**src/rtl/bru_pkg.sv**
```systemverilog
package bru_pkg;

    localparam int OP_W = 6;
    localparam int FLAG_W = 5;

    localparam logic [OP_W-1:0] OP_CMP = 6'h0C;
    localparam logic [OP_W-1:0] OP_JMP = 6'h0D;
    localparam logic [OP_W-1:0] OP_JEQ = 6'h0E;
    localparam logic [OP_W-1:0] OP_JNE = 6'h0F;
    localparam logic [OP_W-1:0] OP_JGT = 6'h10;
    localparam logic [OP_W-1:0] OP_JGE = 6'h11;
    localparam logic [OP_W-1:0] OP_JLT = 6'h12;
    localparam logic [OP_W-1:0] OP_JLE = 6'h13;

    localparam int F_EQ = 0;
    localparam int F_GT = 1;
    localparam int F_LT = 2;
    localparam int F_GE = 3;
    localparam int F_LE = 4;

    typedef enum logic [1:0] {
        ST_IDLE  = 2'd0,
        ST_TAKE  = 2'd1,
        ST_SKIP  = 2'd2,
        ST_FAULT = 2'd3
    } res_state_t;

    function automatic logic op_is_jump(input logic [OP_W-1:0] op);
        return (op >= OP_JMP) && (op <= OP_JLE);
    endfunction

endpackage

```
**src/rtl/bru_relate.sv**
```systemverilog
module bru_relate
    import bru_pkg::*;
#(
    parameter int DATA_W = 32
) (
    input  logic [DATA_W-1:0] lhs,
    input  logic [DATA_W-1:0] rhs,
    output logic [FLAG_W-1:0] rel
);
    logic is_eq;
    logic is_gt;
    logic is_lt;

    always_comb begin
        is_eq = (lhs == rhs);
        is_lt = ($signed(lhs) < $signed(rhs));
        is_gt = !is_eq && !is_lt;
        rel          = '0;
        rel[F_EQ]    = is_eq;
        rel[F_GT]    = is_gt;
        rel[F_LT]    = is_lt;
        rel[F_GE]    = is_gt | is_eq;
        rel[F_LE]    = is_lt | is_eq;
    end
endmodule

```
**src/rtl/bru_cond_eval.sv**
```systemverilog
module bru_cond_eval
    import bru_pkg::*;
(
    input  logic [OP_W-1:0]   op,
    input  logic [FLAG_W-1:0] flags,
    output logic              is_jump,
    output logic              cond_ok
);
    always_comb begin
        is_jump = 1'b1;
        cond_ok = 1'b0;
        unique case (op)
            OP_JMP:  cond_ok = 1'b1;
            OP_JEQ:  cond_ok = flags[F_EQ];
            OP_JNE:  cond_ok = !flags[F_EQ];
            OP_JGT:  cond_ok = flags[F_GT];
            OP_JGE:  cond_ok = flags[F_GT] | flags[F_EQ];
            OP_JLT:  cond_ok = flags[F_LT];
            OP_JLE:  cond_ok = flags[F_LT] | flags[F_EQ];
            default: is_jump = 1'b0;
        endcase
    end
endmodule

```
**src/rtl/bru_target_gen.sv**
```systemverilog
module bru_target_gen #(
    parameter int DATA_W     = 32,
    parameter int OFF_W      = 16,
    parameter int ALIGN_BITS = 2
) (
    input  logic [DATA_W-1:0] base,
    input  logic [OFF_W-1:0]  off,
    output logic [DATA_W-1:0] tgt,
    output logic              aligned
);
    localparam int EXT_W = DATA_W - OFF_W;

    logic [DATA_W-1:0] off_ext;

    generate
        if (EXT_W > 0) begin : g_extend
            assign off_ext = {{EXT_W{off[OFF_W-1]}}, off};
        end else begin : g_trunc
            assign off_ext = off[DATA_W-1:0];
        end
    endgenerate

    assign tgt     = base + off_ext;
    assign aligned = (tgt[ALIGN_BITS-1:0] == '0);
endmodule

```
**src/rtl/branch_resolve_unit.sv**
```systemverilog
module branch_resolve_unit
    import bru_pkg::*;
#(
    parameter int DATA_W     = 32,
    parameter int OFF_W      = 16,
    parameter int ALIGN_BITS = 2
) (
    input  logic              clk,
    input  logic              rst_n,
    input  logic              issue_valid,
    input  logic [5:0]        opcode,
    input  logic [DATA_W-1:0] src_a,
    input  logic [DATA_W-1:0] src_b,
    input  logic [OFF_W-1:0]  offset,
    output logic              jump_taken,
    output logic [DATA_W-1:0] jump_target,
    output logic              target_fault,
    output logic [4:0]        status_flags
);
    logic [FLAG_W-1:0] rel_now;
    logic [FLAG_W-1:0] flag_q;
    logic              dec_jump;
    logic              dec_cond;
    logic [DATA_W-1:0] tgt_now;
    logic              tgt_aligned;
    logic [DATA_W-1:0] tgt_q;
    res_state_t        state_q;
    res_state_t        state_d;

    bru_relate #(.DATA_W(DATA_W)) u_relate (
        .lhs (src_a),
        .rhs (src_b),
        .rel (rel_now)
    );

    bru_cond_eval u_cond (
        .op      (opcode),
        .flags   (flag_q),
        .is_jump (dec_jump),
        .cond_ok (dec_cond)
    );

    bru_target_gen #(
        .DATA_W     (DATA_W),
        .OFF_W      (OFF_W),
        .ALIGN_BITS (ALIGN_BITS)
    ) u_target (
        .base    (src_a),
        .off     (offset),
        .tgt     (tgt_now),
        .aligned (tgt_aligned)
    );

    // Status register: only an issued compare writes it.
    always_ff @(posedge clk) begin
        if (!rst_n) begin
            flag_q <= '0;
        end else if (issue_valid && opcode == OP_CMP) begin
            flag_q <= rel_now;
        end
    end

    // Target register: captured for every issued jump.
    always_ff @(posedge clk) begin
        if (!rst_n) begin
            tgt_q <= '0;
        end else if (issue_valid && dec_jump) begin
            tgt_q <= tgt_now;
        end
    end

    // Next-state selection.
    always_comb begin
        state_d = ST_IDLE;
        if (issue_valid && dec_jump) begin
            if (!dec_cond) begin
                state_d = ST_SKIP;
            end else if (tgt_aligned) begin
                state_d = ST_TAKE;
            end else begin
                state_d = ST_FAULT;
            end
        end
    end

    // State register.
    always_ff @(posedge clk) begin
        if (!rst_n) begin
            state_q <= ST_IDLE;
        end else begin
            state_q <= state_d;
        end
    end

    // Output decode from state.
    always_comb begin
        jump_taken   = 1'b0;
        target_fault = 1'b0;
        unique case (state_q)
            ST_IDLE:  ;
            ST_SKIP:  ;
            ST_TAKE:  jump_taken   = 1'b1;
            ST_FAULT: target_fault = 1'b1;
            default:  ;
        endcase
    end

    assign jump_target  = tgt_q;
    assign status_flags = flag_q;

endmodule

```
**config.mk**
```make
export PLATFORM = sky130hd
export DESIGN_NAME = branch_resolve_unit
export DESIGN_NICKNAME = d
export VERILOG_FILES = /design/src/rtl/bru_pkg.sv /design/src/rtl/bru_relate.sv /design/src/rtl/bru_cond_eval.sv /design/src/rtl/bru_target_gen.sv /design/src/rtl/branch_resolve_unit.sv
export SDC_FILE = /design/constraint.sdc
export NUM_CORES = 1
export LEC_CHECK = 0
export CORE_ASPECT_RATIO = 2
export CORE_UTILIZATION = 66
export DETAILED_ROUTE_END_ITERATION = 8
export DONT_BUFFER_PORTS = 1
export PLACE_DENSITY = 0.82
export SYNTH_ARGS = -nofsm -noshare
export SYNTH_HDL_FRONTEND = slang
export SYNTH_HIERARCHICAL = 1
export SYNTH_SLANG_ARGS = --single-unit
export TNS_END_PERCENT = 20
```
**constraint.sdc**
```tcl
create_clock -name clk -period 3 [get_ports clk]
set_input_delay 0.6 -clock clk [delete_from_list [all_inputs] [get_ports clk]]
set_output_delay 0.6 -clock clk [all_outputs]
set_load 0.005 [all_outputs]
```
### Word level (Yosys, flattened, before mapping)

Cells that the tools add are included.

* bits of input ports: 89
* logic and storage cells: 37
* output and inout bits: 39
* bits in registers: 39

* order comparisons: 1
* bitwise gates (word level): 4
* equality and inequality tests: 11
* multiplexer cells: 6
* add/sub/neg operators: 1
* reductions and logical operators: 10

Operators by type and width (count)
* adder 32 bit: 1
* == test 32 bit: 1
* less-than comparator 32 bit: 1
* == test 6 x 4 -> 1 bit (second input constant): 4
* == test 6 x 5 -> 1 bit (second input constant): 4
* one-hot mux 1 bit (7 select lines): 1
* OR reduction 7 bit: 1
* 2-to-1 mux 2 bit: 2
* OR 1 bit: 4
* logical AND 1 bit: 3
* logical NOT 1 bit: 3
* 2-to-1 mux 1 bit: 3
* AND reduction 3 bit: 1
* == test 2 x 1 -> 1 bit (second input constant): 1
* == test 2 bit (second input constant): 1
* logical NOT 2 bit: 1
* AND reduction 2 bit: 1

### Longest topological paths before layout

* depth in word-level cells: 5
* mapped depth: 11
* mapped depth without buffers: 11

### Hierarchy

Netlist, hierarchy kept.

Modules (own cells, without submodules)
* bru_target_gen: cells each 234, sequential area each 0.0 µm², area an instance 1732.9 µm², instances 1
* branch_resolve_unit: cells each 171, sequential area each 780.7 µm², area an instance 1482.7 µm², instances 1
* bru_relate: cells each 121, sequential area each 0.0 µm², area an instance 925.9 µm², instances 1
* bru_cond_eval: cells each 12, sequential area each 0.0 µm², area an instance 68.8 µm², instances 1

### Least setup slack after synthesis

OpenSTA, ideal clock, no wires.

* path type: input to register
* start point: input port src_a[0]
* end point: register tgt_q[26], in the netlist jump_target[26]
* path buffers: 0
* slack: 0.231 ns
* arrival: 2.693 ns
* setup time: 0.076 ns
* cell stages on the path: 11
* required time: 2.924 ns
* cell sequence: ha_1 fa_1 a21o_1 a31o_2 nand2_1 o221ai_1 a311o_1 a21oi_2 xnor2_1 nand2_1 a21boi_0

* cells in the longest elaborated chain, start to end: 1

Ends and longest elaborated chain
* start: declaration: RTL line branch_resolve_unit.sv:12 `input logic [DATA_W-1:0] src_a,`
* adder 32 bit: RTL line bru_target_gen.sv:23 `assign tgt = base + off_ext;`
* named net tgt_now[26]: RTL line branch_resolve_unit.sv:24 `logic [DATA_W-1:0] tgt_now;`
* end signal: assignment: RTL line branch_resolve_unit.sv:68 `tgt_q <= tgt_now;`
* end: declaration: RTL line branch_resolve_unit.sv:26 `logic [DATA_W-1:0] tgt_q;`

The timed path passes the listed nets, and every way through them passes these cells.
A chain may end at the register's enable or synchronous reset.

### Worst setup path after layout

* start point: input port src_a[0]
* end point: register tgt_q[18], in the netlist jump_target[18]

The elaborated chain is that of the path after synthesis.

==> out/qor.log <==
qor: run_status.outcome finished clean
qor: power.power_density_relative_to_cell_area 392 nW/um2
qor: critical_path.startpoint_to_endpoint_class_of_the_critical_path input port to flip-flop
qor: min_path.hp-class input port to flip-flop
qor: critical_path.worst-endpoint-arrival 2880 ps
qor: routing.ant_nets 0
qor: routing.vias_per_cell 6.39
qor: floorplanning.die-area 6720 um2
qor: placed_design.detailedPlacementHpwl 9060 um
qor: yosys.synthesized_nets 691
qor: clocking.clock_path_buffers 2
qor: sta.slew_headroom 0.611
qor: yosys.synth-seq-cells 39
qor: critical_path.critPathCapture jump_target[18]
qor: sta.rsz_0062_raised_after_global_routing false
qor: yosys.number_of_enable_type_register_cells_in_the_synthesized_netlist 0
qor: yosys.synth.largest_area_cell sky130_fd_sc_hd__ha_1
qor: global_route.grt_first_pass_wirelength 18100 um
qor: yosys.netlist_area 4210 um2
qor: sta.clock.fmax 0.374 GHz
qor: cells_and_area.final_cell_area_excluding_filler_cells 4450 um2
qor: sta.worst_pin_slew 569 ps
qor: global_route.gr-usage-all-layers 0.343
qor: clocking.clock_sink_count 39
qor: critical_path.cp_cell_instances ha_1, fa_1, a21o_1, a31o_2, nand3_1, a21oi_1, nor2b_1, o41ai_1, xnor2_1, nand2_1, a21boi_0
qor: sta.finalSetupViolations 0
qor: yosys.synth-main-ff-cell sky130_fd_sc_hd__dfxtp_1
qor: yosys.proportion_of_synthesized_chip_area_in_sequential_cells 0.185
qor: yosys.synth.most_common_cell sky130_fd_sc_hd__nand2_1
qor: routing.route.detailed.drc 0
qor: global_route.antenna_violations_before_repair 0
qor: sta.whs 437 ps
qor: yosys.post_synth_inst_count 538
qor: placed_design.gp_congestion 0.928
qor: clocking.h-tree-depth 2
qor: floorplanning.std_cell_rows 40
qor: cells_and_area.post_route_cells_drive_above_1_share 0.0712
qor: clocking.tritoncts done
qor: cells_and_area.fillerInstances 511
qor: sta.slew_viol_final 0
qor: cells_and_area.finish.net_count 686
qor: yosys.synth.top_cells.by_area sky130_fd_sc_hd__ha_1 (19%), sky130_fd_sc_hd__dfxtp_1 (19%), sky130_fd_sc_hd__nand2_1 (9.1%)
qor: yosys.synth_cell_types 66
qor: routing.drt-total-wl 11100 um
qor: placed_design.port-buffer-count 0
qor: clocking.cts_repair_resize_count 0
qor: cells_and_area.area_delta_synth_final 5.68%
qor: yosys.synth_async_sr_flop_share 0
qor: critical_path.cp_slowest_cell sky130_fd_sc_hd__fa_1
qor: global_route.grt_max_degree 45
qor: sta.final_hold_viol_count 0
qor: global_route.grt_overflow_total 0
qor: critical_path.worstReg2RegEnd state_q[0]
qor: critical_path.cp_slowest_stage_delay 410 ps
qor: critical_path.worstRegToRegCells 4
qor: critical_path.crit-reg2reg-launch status_flags[1]
qor: yosys.yosys_warnings 6
qor: yosys.yosysTopAreaCellShare 0.187
qor: floorplanning.coreArea 6060 um2
qor: yosys.synthTopCellsByCount sky130_fd_sc_hd__nand2_1 (102), sky130_fd_sc_hd__ha_1 (63), sky130_fd_sc_hd__a21oi_1 (40), sky130_fd_sc_hd__dfxtp_1 (39), sky130_fd_sc_hd__inv_1 (37)
qor: clocking.ctsRootBufferMaster sky130_fd_sc_hd__clkbuf_16
qor: floorplanning.die-height 115 um
qor: critical_path.reg2reg_setup_slack 1780 ps
qor: routing.drt_pass1_iterations 4
qor: critical_path.cp-start-kind input port
qor: critical_path.endpoint_kind flip-flop
qor: cells_and_area.register_cell_area_after_layout 781 um2
qor: sta.timing.final.crit_share 0.891
qor: placed_design.post_dp_cell_area 4280 um2
qor: floorplanning.die_width 58.5 um
qor: critical_path.startpoint src_a[0]
qor: power.peakVddDrop 0.253 mV
qor: critical_path.cp_data_required_time 3210 ps
qor: cells_and_area.num_antenna_cells 0
qor: yosys.syn_area_per_cell 7.83 um2
qor: clocking.cts.clk_slew.worst_paths 60 ps
qor: sta.setup-tns-final 0 ps
qor: routing.drtIter0Drc 141
qor: power.static_leakage 1.99 nW
qor: sta.layout_min_cycle_time 2670 ps
qor: routing.num_vias 3947
qor: sta.worst_clock_skew 0.190 ps
qor: floorplanning.ios 128
qor: cells_and_area.multi_input_comb_area 3170 um2
qor: clocking.post_cts_buffers 0
qor: job.cap_viol_max_count 0
qor: floorplanning.initial_utilization 0.695
qor: routing.routed_wire_length_per_instance 17.9 um
qor: clocking.clk_latency 280 ps
qor: critical_path.crit_fanout 4
qor: clocking.hold_fix_buffer_count_after_cts 0
qor: global_route.via_count_of_the_first_global_routing_pass 4131
qor: clocking.cts_inserted_buffers 5
[worst min-delay path by stage]
stage,endpoint,cells after the start,startpoint
after floorplan,status_flags[3],2,status_flags[3]
after global placement,jump_target[11],2,jump_target[11]
after detailed placement,status_flags[3],2,status_flags[3]
after CTS,state_q[1],2,rst_n
after global routing,state_q[1],2,rst_n
final,state_q[1],2,rst_n
[metal layers]
layer,track usage,wire length (um)
met3,0.0675,507
met2,0.697,6470
met4,0.167,470
met1,0.301,3630
met5,0,0
[flip-flops by register name, summed over array words and instances, names as in the netlist]
register and cells:
jump_target 32, status_flags 5, state_q 2
[cell type report]
cell class / count / area share
Clock buffer: 5 / 0.0281
Clock inverter: 3 / 0.00984
Inverter: 37 / 0.0312
Multi-Input combinational cell: 439 / 0.713
Sequential cell: 39 / 0.175
Tap cell: 84 / 0.0236
Timing Repair Buffer: 11 / 0.0186
[power by group]
group	switching [mW]	internal (mW)
Clock	0.214	0.392
Combinational	0.335	0.261
Sequential	0.0106	0.531
[critical path: cells and delay by family]
kind	cells	cell delay [ps]
compound gates	5	1060
fa+ha+maj	2	630
simple gates	3	370
xor+xnor	1	220
[logic make-up after synthesis]
group                      after synthesis  synth area share
and+or+nand+nor                        184             0.222
AOI/OAI and AO/OA                      155             0.263
buffers and inverters                   60            0.0609
adders and majority gates               64             0.192
DFF                                     39             0.185
muxes                                    7            0.0166
xor gates and xnor gates                29            0.0603
[placed cells by master, fill, tap and decap left out, types with 4 or more instances in the layout]
cell type and n:
sky130_fd_sc_hd__inv_1 37, sky130_fd_sc_hd__nand3_1 11, sky130_fd_sc_hd__nor2b_1 6, sky130_fd_sc_hd__xnor2_1 16, sky130_fd_sc_hd__or3_1 4, sky130_fd_sc_hd__mux2i_1 7, sky130_fd_sc_hd__a21boi_0 34, sky130_fd_sc_hd__a21oi_1 40
sky130_fd_sc_hd__ha_1 63, sky130_fd_sc_hd__a21o_1 24, sky130_fd_sc_hd__nor3_1 4, sky130_fd_sc_hd__nand4_1 11, sky130_fd_sc_hd__xor2_1 13, sky130_fd_sc_hd__o21ai_0 11, sky130_fd_sc_hd__o211ai_1 5, sky130_fd_sc_hd__and3_1 4
sky130_fd_sc_hd__dfxtp_1 39, sky130_fd_sc_hd__nor2_1 16, sky130_fd_sc_hd__o21bai_1 4, sky130_fd_sc_hd__clkbuf_16 5, sky130_fd_sc_hd__buf_4 11, sky130_fd_sc_hd__nand2_1 102
[through the flow]
step	std cells	worst slack, ps	utilization	total power, mW
after floorplan	538	231	-	1.02
after global placement	610	130	0.707	1.13
after detailed placement	610	74.3	0.707	1.14
after CTS	618	341	0.735	1.74
after global routing	618	121	0.735	1.83
final	618	328	0.735	1.74
Power figures use the tool's default switching activity.
